### src/rtl/eepg_pkg.sv
package eepg_pkg;
  localparam int ADDR_W = 13;
  localparam int DATA_W = 8;
  localparam int KEY_W  = 12;
  localparam int NBLK   = DATA_W;
  localparam int BLK_W  = $clog2(NBLK);

  localparam logic [KEY_W-1:0] KEY_LO = 12'h555;
  localparam logic [KEY_W-1:0] KEY_HI = 12'hAAA;

  localparam logic [DATA_W-1:0] CODE_PRE  = 8'hAA;
  localparam logic [DATA_W-1:0] CODE_SEC  = 8'h55;
  localparam logic [DATA_W-1:0] CODE_OPEN = 8'hA0;
  localparam logic [DATA_W-1:0] CODE_OFF  = 8'h80;
  localparam logic [DATA_W-1:0] CODE_LOCK = 8'hC0;

  typedef enum logic [2:0] {
    SQ_IDLE, SQ_K1, SQ_K2, SQ_OPEN, SQ_K4, SQ_MASK
  } seq_t;
endpackage

### src/rtl/eepg_seq.sv
module eepg_seq
  import eepg_pkg::*;
#(
  parameter int LOAD_WIN = 12500
) (
  input  logic              clk,
  input  logic              rst_n,
  input  logic              por_n,
  input  logic              fire,
  input  logic [KEY_W-1:0]  key_addr,
  input  logic [DATA_W-1:0] data,
  output logic              step_o,
  output logic              arm_o,
  output logic              disarm_o,
  output logic              mask_ld_o,
  output logic              array_o,
  output logic              open_o
);
  localparam int CNT_W = $clog2(LOAD_WIN + 1);

  seq_t             state, nxt;
  logic [CNT_W-1:0] cnt;
  logic             lo_hit, hi_hit;
  logic             step, arm, disarm, mask_ld, array_w;

  assign lo_hit = (key_addr == KEY_LO);
  assign hi_hit = (key_addr == KEY_HI);

  always_comb begin
    nxt     = state;
    step    = 1'b0;
    arm     = 1'b0;
    disarm  = 1'b0;
    mask_ld = 1'b0;
    array_w = 1'b0;
    open_o  = 1'b0;
    case (state)
      SQ_IDLE:
        if (lo_hit && data == CODE_PRE) begin nxt = SQ_K1; step = 1'b1; end
        else array_w = 1'b1;
      SQ_K1:
        if (hi_hit && data == CODE_SEC) begin nxt = SQ_K2; step = 1'b1; end
        else begin nxt = SQ_IDLE; array_w = 1'b1; end
      SQ_K2:
        if (lo_hit && data == CODE_OPEN) begin
          nxt = SQ_OPEN; step = 1'b1; arm = 1'b1;
        end else begin nxt = SQ_IDLE; array_w = 1'b1; end
      SQ_OPEN:
        if (lo_hit && data == CODE_PRE) begin nxt = SQ_K4; step = 1'b1; end
        else begin array_w = 1'b1; open_o = 1'b1; end
      SQ_K4:
        if (hi_hit && data == CODE_OFF) begin
          nxt = SQ_IDLE; step = 1'b1; disarm = 1'b1;
        end else if (hi_hit && data == CODE_LOCK) begin
          nxt = SQ_MASK; step = 1'b1;
        end else begin nxt = SQ_IDLE; array_w = 1'b1; end
      SQ_MASK: begin nxt = SQ_IDLE; step = 1'b1; mask_ld = 1'b1; end
      default: nxt = SQ_IDLE;
    endcase
  end

  assign step_o    = fire && step;
  assign arm_o     = fire && arm;
  assign disarm_o  = fire && disarm;
  assign mask_ld_o = fire && mask_ld;
  assign array_o   = fire && array_w;

  // byte-load window: idle cycles since the last accepted write
  always_ff @(posedge clk) begin
    if (!rst_n || !por_n) begin
      state <= SQ_IDLE;
      cnt   <= '0;
    end else if (fire) begin
      state <= nxt;
      cnt   <= '0;
    end else if (state != SQ_IDLE) begin
      if (cnt == CNT_W'(LOAD_WIN - 1)) begin
        state <= SQ_IDLE;
        cnt   <= '0;
      end else begin
        cnt <= cnt + 1'b1;
      end
    end
  end

  assert_win_bound_R8: assert property (@(posedge clk) disable iff (!rst_n || !por_n)
    (state != SQ_IDLE) |-> (cnt <= CNT_W'(LOAD_WIN - 1)));

  assert_arm_open_R2: assert property (@(posedge clk) disable iff (!rst_n || !por_n)
    arm_o |=> (state == SQ_OPEN));

  assert_step_excl_R12: assert property (@(posedge clk) disable iff (!rst_n || !por_n)
    fire |-> (step_o != array_o));
endmodule

### src/rtl/eepg_nvregs.sv
module eepg_nvregs
  import eepg_pkg::*;
(
  input  logic              clk,
  input  logic              por_n,
  input  logic              arm,
  input  logic              disarm,
  input  logic              mask_ld,
  input  logic [DATA_W-1:0] din,
  output logic              prot_en,
  output logic [NBLK-1:0]   lock_mask
);
  always_ff @(posedge clk) begin
    if (!por_n) begin
      prot_en   <= 1'b0;
      lock_mask <= '0;
    end else begin
      if (arm)         prot_en <= 1'b1;
      else if (disarm) prot_en <= 1'b0;
      if (mask_ld)     lock_mask <= din;
    end
  end

  assert_mask_keep_R10: assert property (@(posedge clk) disable iff (!por_n)
    !$stable(lock_mask) |-> $past(mask_ld));

  assert_disarm_R4: assert property (@(posedge clk) disable iff (!por_n)
    disarm |=> !prot_en);
endmodule

### src/rtl/eepg_lockmap.sv
module eepg_lockmap
  import eepg_pkg::*;
(
  input  logic [NBLK-1:0]  lock_mask,
  input  logic [BLK_W-1:0] blk,
  output logic             locked
);
  logic [NBLK-1:0] hit;

  for (genvar i = 0; i < NBLK; i++) begin : g_blk
    assign hit[i] = lock_mask[i] && (blk == BLK_W'(i));
  end

  assign locked = |hit;
endmodule

### src/rtl/eeprom_guard.sv
module eeprom_guard
  import eepg_pkg::*;
#(
  parameter int LOAD_WIN = 12500
) (
  input  logic              clk,
  input  logic              rst_n,
  input  logic              por_n,
  input  logic              wr_valid,
  output logic              wr_ready,
  input  logic [ADDR_W-1:0] wr_addr,
  input  logic [DATA_W-1:0] wr_data,
  output logic              commit_valid,
  input  logic              commit_ready,
  output logic [ADDR_W-1:0] commit_addr,
  output logic [DATA_W-1:0] commit_data,
  output logic              cmd_done,
  output logic              wr_reject,
  output logic              prot_en,
  output logic [NBLK-1:0]   lock_mask
);
  logic fire, step, arm, disarm, mask_ld, array_w, open_ctx, locked, ok;

  assign wr_ready = !commit_valid || commit_ready;
  assign fire     = wr_valid && wr_ready;

  eepg_seq #(.LOAD_WIN(LOAD_WIN)) u_seq (
    .clk       (clk),
    .rst_n     (rst_n),
    .por_n     (por_n),
    .fire      (fire),
    .key_addr  (wr_addr[KEY_W-1:0]),
    .data      (wr_data),
    .step_o    (step),
    .arm_o     (arm),
    .disarm_o  (disarm),
    .mask_ld_o (mask_ld),
    .array_o   (array_w),
    .open_o    (open_ctx)
  );

  eepg_nvregs u_nv (
    .clk       (clk),
    .por_n     (por_n),
    .arm       (arm),
    .disarm    (disarm),
    .mask_ld   (mask_ld),
    .din       (wr_data),
    .prot_en   (prot_en),
    .lock_mask (lock_mask)
  );

  eepg_lockmap u_map (
    .lock_mask (lock_mask),
    .blk       (wr_addr[ADDR_W-1 -: BLK_W]),
    .locked    (locked)
  );

  assign ok = array_w && !locked && (open_ctx || !prot_en);

  always_ff @(posedge clk) begin
    if (!rst_n || !por_n) begin
      commit_valid <= 1'b0;
      commit_addr  <= '0;
      commit_data  <= '0;
      cmd_done     <= 1'b0;
      wr_reject    <= 1'b0;
    end else begin
      cmd_done  <= step;
      wr_reject <= array_w && !ok;
      if (fire) begin
        commit_valid <= ok;
        if (ok) begin
          commit_addr <= wr_addr;
          commit_data <= wr_data;
        end
      end else if (commit_ready) begin
        commit_valid <= 1'b0;
      end
    end
  end

  assert_one_out_R12: assert property (@(posedge clk) disable iff (!rst_n || !por_n)
    fire |=> ($countones({commit_valid, cmd_done, wr_reject}) == 1));

  assert_hold_R11: assert property (@(posedge clk) disable iff (!rst_n || !por_n)
    (commit_valid && !commit_ready) |=>
      (commit_valid && $stable(commit_addr) && $stable(commit_data)));

  assert_locked_drop_R6: assert property (@(posedge clk) disable iff (!rst_n || !por_n)
    (fire && locked) |=> !commit_valid);

  assert_prot_drop_R3: assert property (@(posedge clk) disable iff (!rst_n || !por_n)
    (array_w && prot_en && !open_ctx) |=> !commit_valid);
endmodule

### config.mk
export PLATFORM = sky130hd
export DESIGN_NAME = eeprom_guard
export DESIGN_NICKNAME = d
export VERILOG_FILES = /design/src/rtl/eepg_pkg.sv /design/src/rtl/eepg_seq.sv /design/src/rtl/eepg_nvregs.sv /design/src/rtl/eepg_lockmap.sv /design/src/rtl/eeprom_guard.sv
export SDC_FILE = /design/constraint.sdc
export NUM_CORES = 1
export LEC_CHECK = 0
export BUFFER_PORTS_ARGS = -buffer_cell sky130_fd_sc_hd__buf_2
export CORE_MARGIN = 2
export CORE_UTILIZATION = 48
export CTS_CLUSTER_SIZE = 40
export DETAILED_ROUTE_END_ITERATION = 12
export PLACE_DENSITY = 0.76
export SLEW_MARGIN = 20
export SYNTH_ARGS = -nofsm -noshare
export SYNTH_HDL_FRONTEND = slang
export SYNTH_SLANG_ARGS = --single-unit
### constraint.sdc
create_clock -name clk -period 1.8 [get_ports clk]
set_clock_uncertainty 0.1 [all_clocks]
set_input_delay 0.18 -clock clk [delete_from_list [all_inputs] [get_ports clk]]
set_output_delay 0.18 -clock clk [all_outputs]
set_load 0.005 [all_outputs]
==> impl_metrics.json <==
{
  "outcome": "finished with violations",
  "violations": "negative setup slack",
  "cp-end-kind": "flop",
  "fin_hold_ws_ns": 0.0666,
  "synth-seq-area-share_pct": 41.0,
  "finalCritPeriodShare_pct": 107,
  "p_seq_share_pct": 50.8,
  "clock_sinks": 50,
  "n_antenna_cell": 0,
  "period_needed_ns": 1.93,
  "report.final.slew_viol_count": 0,
  "whs_path_depth": 3,
  "syn_to_final_growth_pct": 52.8,
  "ys.flop_type": "dfxtp_1",
  "cellLeakagePower_nw": 1.58,
  "p_total_mw": 2.22,
  "via_count": 2651,
  "final_nets": 418,
  "r2r_slack_ns": -0.13,
  "power_frac_clock_pct": 36.6,
  "path_clk_slew_ns": 0.10,
  "ir_drop_mv": 0.508,
  "hold_path.class": "in -> reg",
  "cts_tree": "done",
  "comb_power_share_pct": 12.6,
  "syn_nets": 305,
  "max-slew-margin-rel_pct": 71.2,
  "synth_seq_cells": 50,
  "crit_required_ns": 1.90,
  "wire_per_inst_um": 17.3,
  "fp-row-count": 25,
  "slowest_stage": "mux4_2",
  "drc": 0,
  "postRouteAntennaNets": 0,
  "drt_iter0_drc": 122,
  "netSwitchingFraction_pct": 24.8,
  "grt_max_degree": 27,
  "yosys.cell_types.count": 52,
  "grt_antenna_before_repair": 0,
  "place_hpwl_mm": 5.18,
  "grt_pass1_vias": 2462,
  "avgViaCountPerCell": 5.78,
  "portBuffers": 59,
  "crit_chain": "mux4_2, mux2i_4, o211ai_1, buf_4, o21ai_1, a21oi_2",
  "rsz0062_at_grt": "yes",
  "fmax_ghz": 0.517,
  "grt_usage_pct": 25.9,
  "grt_pass1_wl_mm": 11.3,
  "cts_buffers": 5,
  "globalplace.congestion": 0.912,
  "drt_first_pass_iters": 4,
  "synth-edff-count": 0,
  "hold_viol": 0,
  "holdBufCountCts": 0,
  "tightest_slew_ns": 0.431,
  "syn-instance-count": 278,
  "startpoint_type": "flop",
  "r2r_cells": 6,
  "p_int_mw": 1.67,
  "cts-root-buf": "clkbuf_8",
  "setup_viol": 23,
  "crit_arrival_ns": 2.03,
  "final_cell_mix": "buf_2 (60), buf_4 (48), dfxtp_1 (46)",
  "cp_max_fo": 5,
  "synthArstFlopShare_pct": 0,
  "cap_violations": 0,
  "fin_ws_ns": -0.135,
  "yosysWarnings": 0,
  "start_util_pct": 50.6,
  "die_y_um": 75.3,
  "power.density_mw_per_mm2": 595,
  "ios": 60,
  "cpPeakStageDelay_ns": 0.49,
  "core_sq_mm": 0.00482,
  "synth_area_sq_mm": 0.00244,
  "die_x_um": 75.3,
  "critical_path_class": "reg -> reg",
  "clock_path_buffers": 2,
  "grt-ovfl-total": 0,
  "mostFrequentLayoutCell": "buf_2",
  "layout-drive-gt1-share_pct": 52.0,
  "clock_latency_ns": 0.31,
  "net-switching-power_mw": 0.549,
  "postSynthAreaPerCell_sq_um": 8.78,
  "die_area_sq_mm": 0.00567,
  "wl_mm": 7.93,
  "htreeDepth": 2
}
## state kept, by name, summed over array words and instances (netlist names)
signal / flops
u_nv.prot_en: 1
u_nv.lock_mask: 8
u_seq.state: 3
cmd_done: 1
commit_addr: 13
u_seq.cnt: 14
commit_data: 8
commit_valid: 1
wr_reject: 1
## cell usage after synthesis (3+ instances only)
cell	n	area (sq um)
nor2_1	18	67.6
a21oi_1	29	145
nand3_1	25	125
nand2_1	22	82.6
mux2i_1	9	90.1
xor2_1	7	61.3
clkbuf_1	7	26.3
buf_2	4	20.0
nor2b_1	10	62.6
or3_1	4	25.0
o21ai_1	19	95.1
o21ai_0	6	30.0
nor3_1	8	40.0
nand4_1	7	43.8
xnor2_1	3	26.3
dfxtp_1	50	1000
## what timing repair did
action,CTS,global route
gates resized for setup,13,54
gates cloned,0,5
pin swaps,3,20
endpoints found under the setup margin,28,37
buffers inserted,0,5
## per-stage QoR
| stage | TNS [ns] | worst slack (ns) | instances | cell area, sq um | utilization, % |
|---|---|---|---|---|---|
| CTS | -0.648 | -0.0605 | 449 | 3430 | 71.2 |
| floorplan | -0.446 | -0.0243 | 278 | 2580 | - |
| global placement | -5.75 | -0.258 | 441 | 3280 | 68.1 |
| detailed placement | -7.01 | -0.314 | 441 | 3280 | 68.1 |
| finish | -1.67 | -0.135 | 459 | 3730 | 77.4 |
| global route | -3.28 | -0.190 | 459 | 3730 | 77.4 |
## logic make-up after synthesis
group	after synthesis	synth area share [%]
AO/OA/AOI/OAI	71	17.9
buffers and inverters	17	3.54
multiplexers	12	6.00
adder cells (fa/ha/maj)	1	0.513
AND/OR/NAND/NOR	117	27.4
flip-flops	50	41.0
XOR/XNOR	10	3.59
## worst max-delay path: cells and delay by family (launching register included)
family | cells | cell delay, ns
AO/OA/AOI/OAI | 3 | 0.49
buffers and inverters | 1 | 0.22
flip-flops | 1 | 0.34
multiplexers | 2 | 0.66
## routing by layer
| metal | track usage [%] | up-vias | share of wire, % |
|---|---|---|---|
| met2 | 43.0 | 97 | 53 |
| met5 | 0 | - | 0 |
| li1 | - | 1239 | - |
| met3 | 5.82 | 13 | 5.5 |
| met1 | 33.3 | 1302 | 40 |
| met4 | 8.97 | 0 | 1.2 |
## final cells by class
| class | count | area, sq um |
|---|---|---|
| Fill cell | 347 | 1090 |
| Multi-Input combinational cell | 211 | 1650 |
| Clock buffer | 5 | 68.8 |
| Clock inverter | 3 | 43.8 |
| Tap cell | 67 | 83.8 |
| Sequential cell | 50 | 1010 |
| Timing Repair Buffer | 123 | 875 |
## final timing paths
path / startpoint / end
max: u_nv.lock_mask[1] / commit_addr[11]
min: wr_addr[7] / commit_addr[7]
max reg2reg: u_nv.lock_mask[1] / commit_addr[11]
min reg2reg: commit_addr[2] / commit_addr[2]
## power by group through the flow
stage | combinational [mW] | sequential [mW] | clock (mW)
global route | 0.298 | 1.13 | 0.859
floorplan | 0.104 | 1.16 | 0
CTS | 0.246 | 1.13 | 0.819
global placement | 0.239 | 1.15 | 0
finish | 0.280 | 1.13 | 0.812
detailed placement | 0.244 | 1.15 | 0
Note: power is estimated with default switching activity, not from simulation.
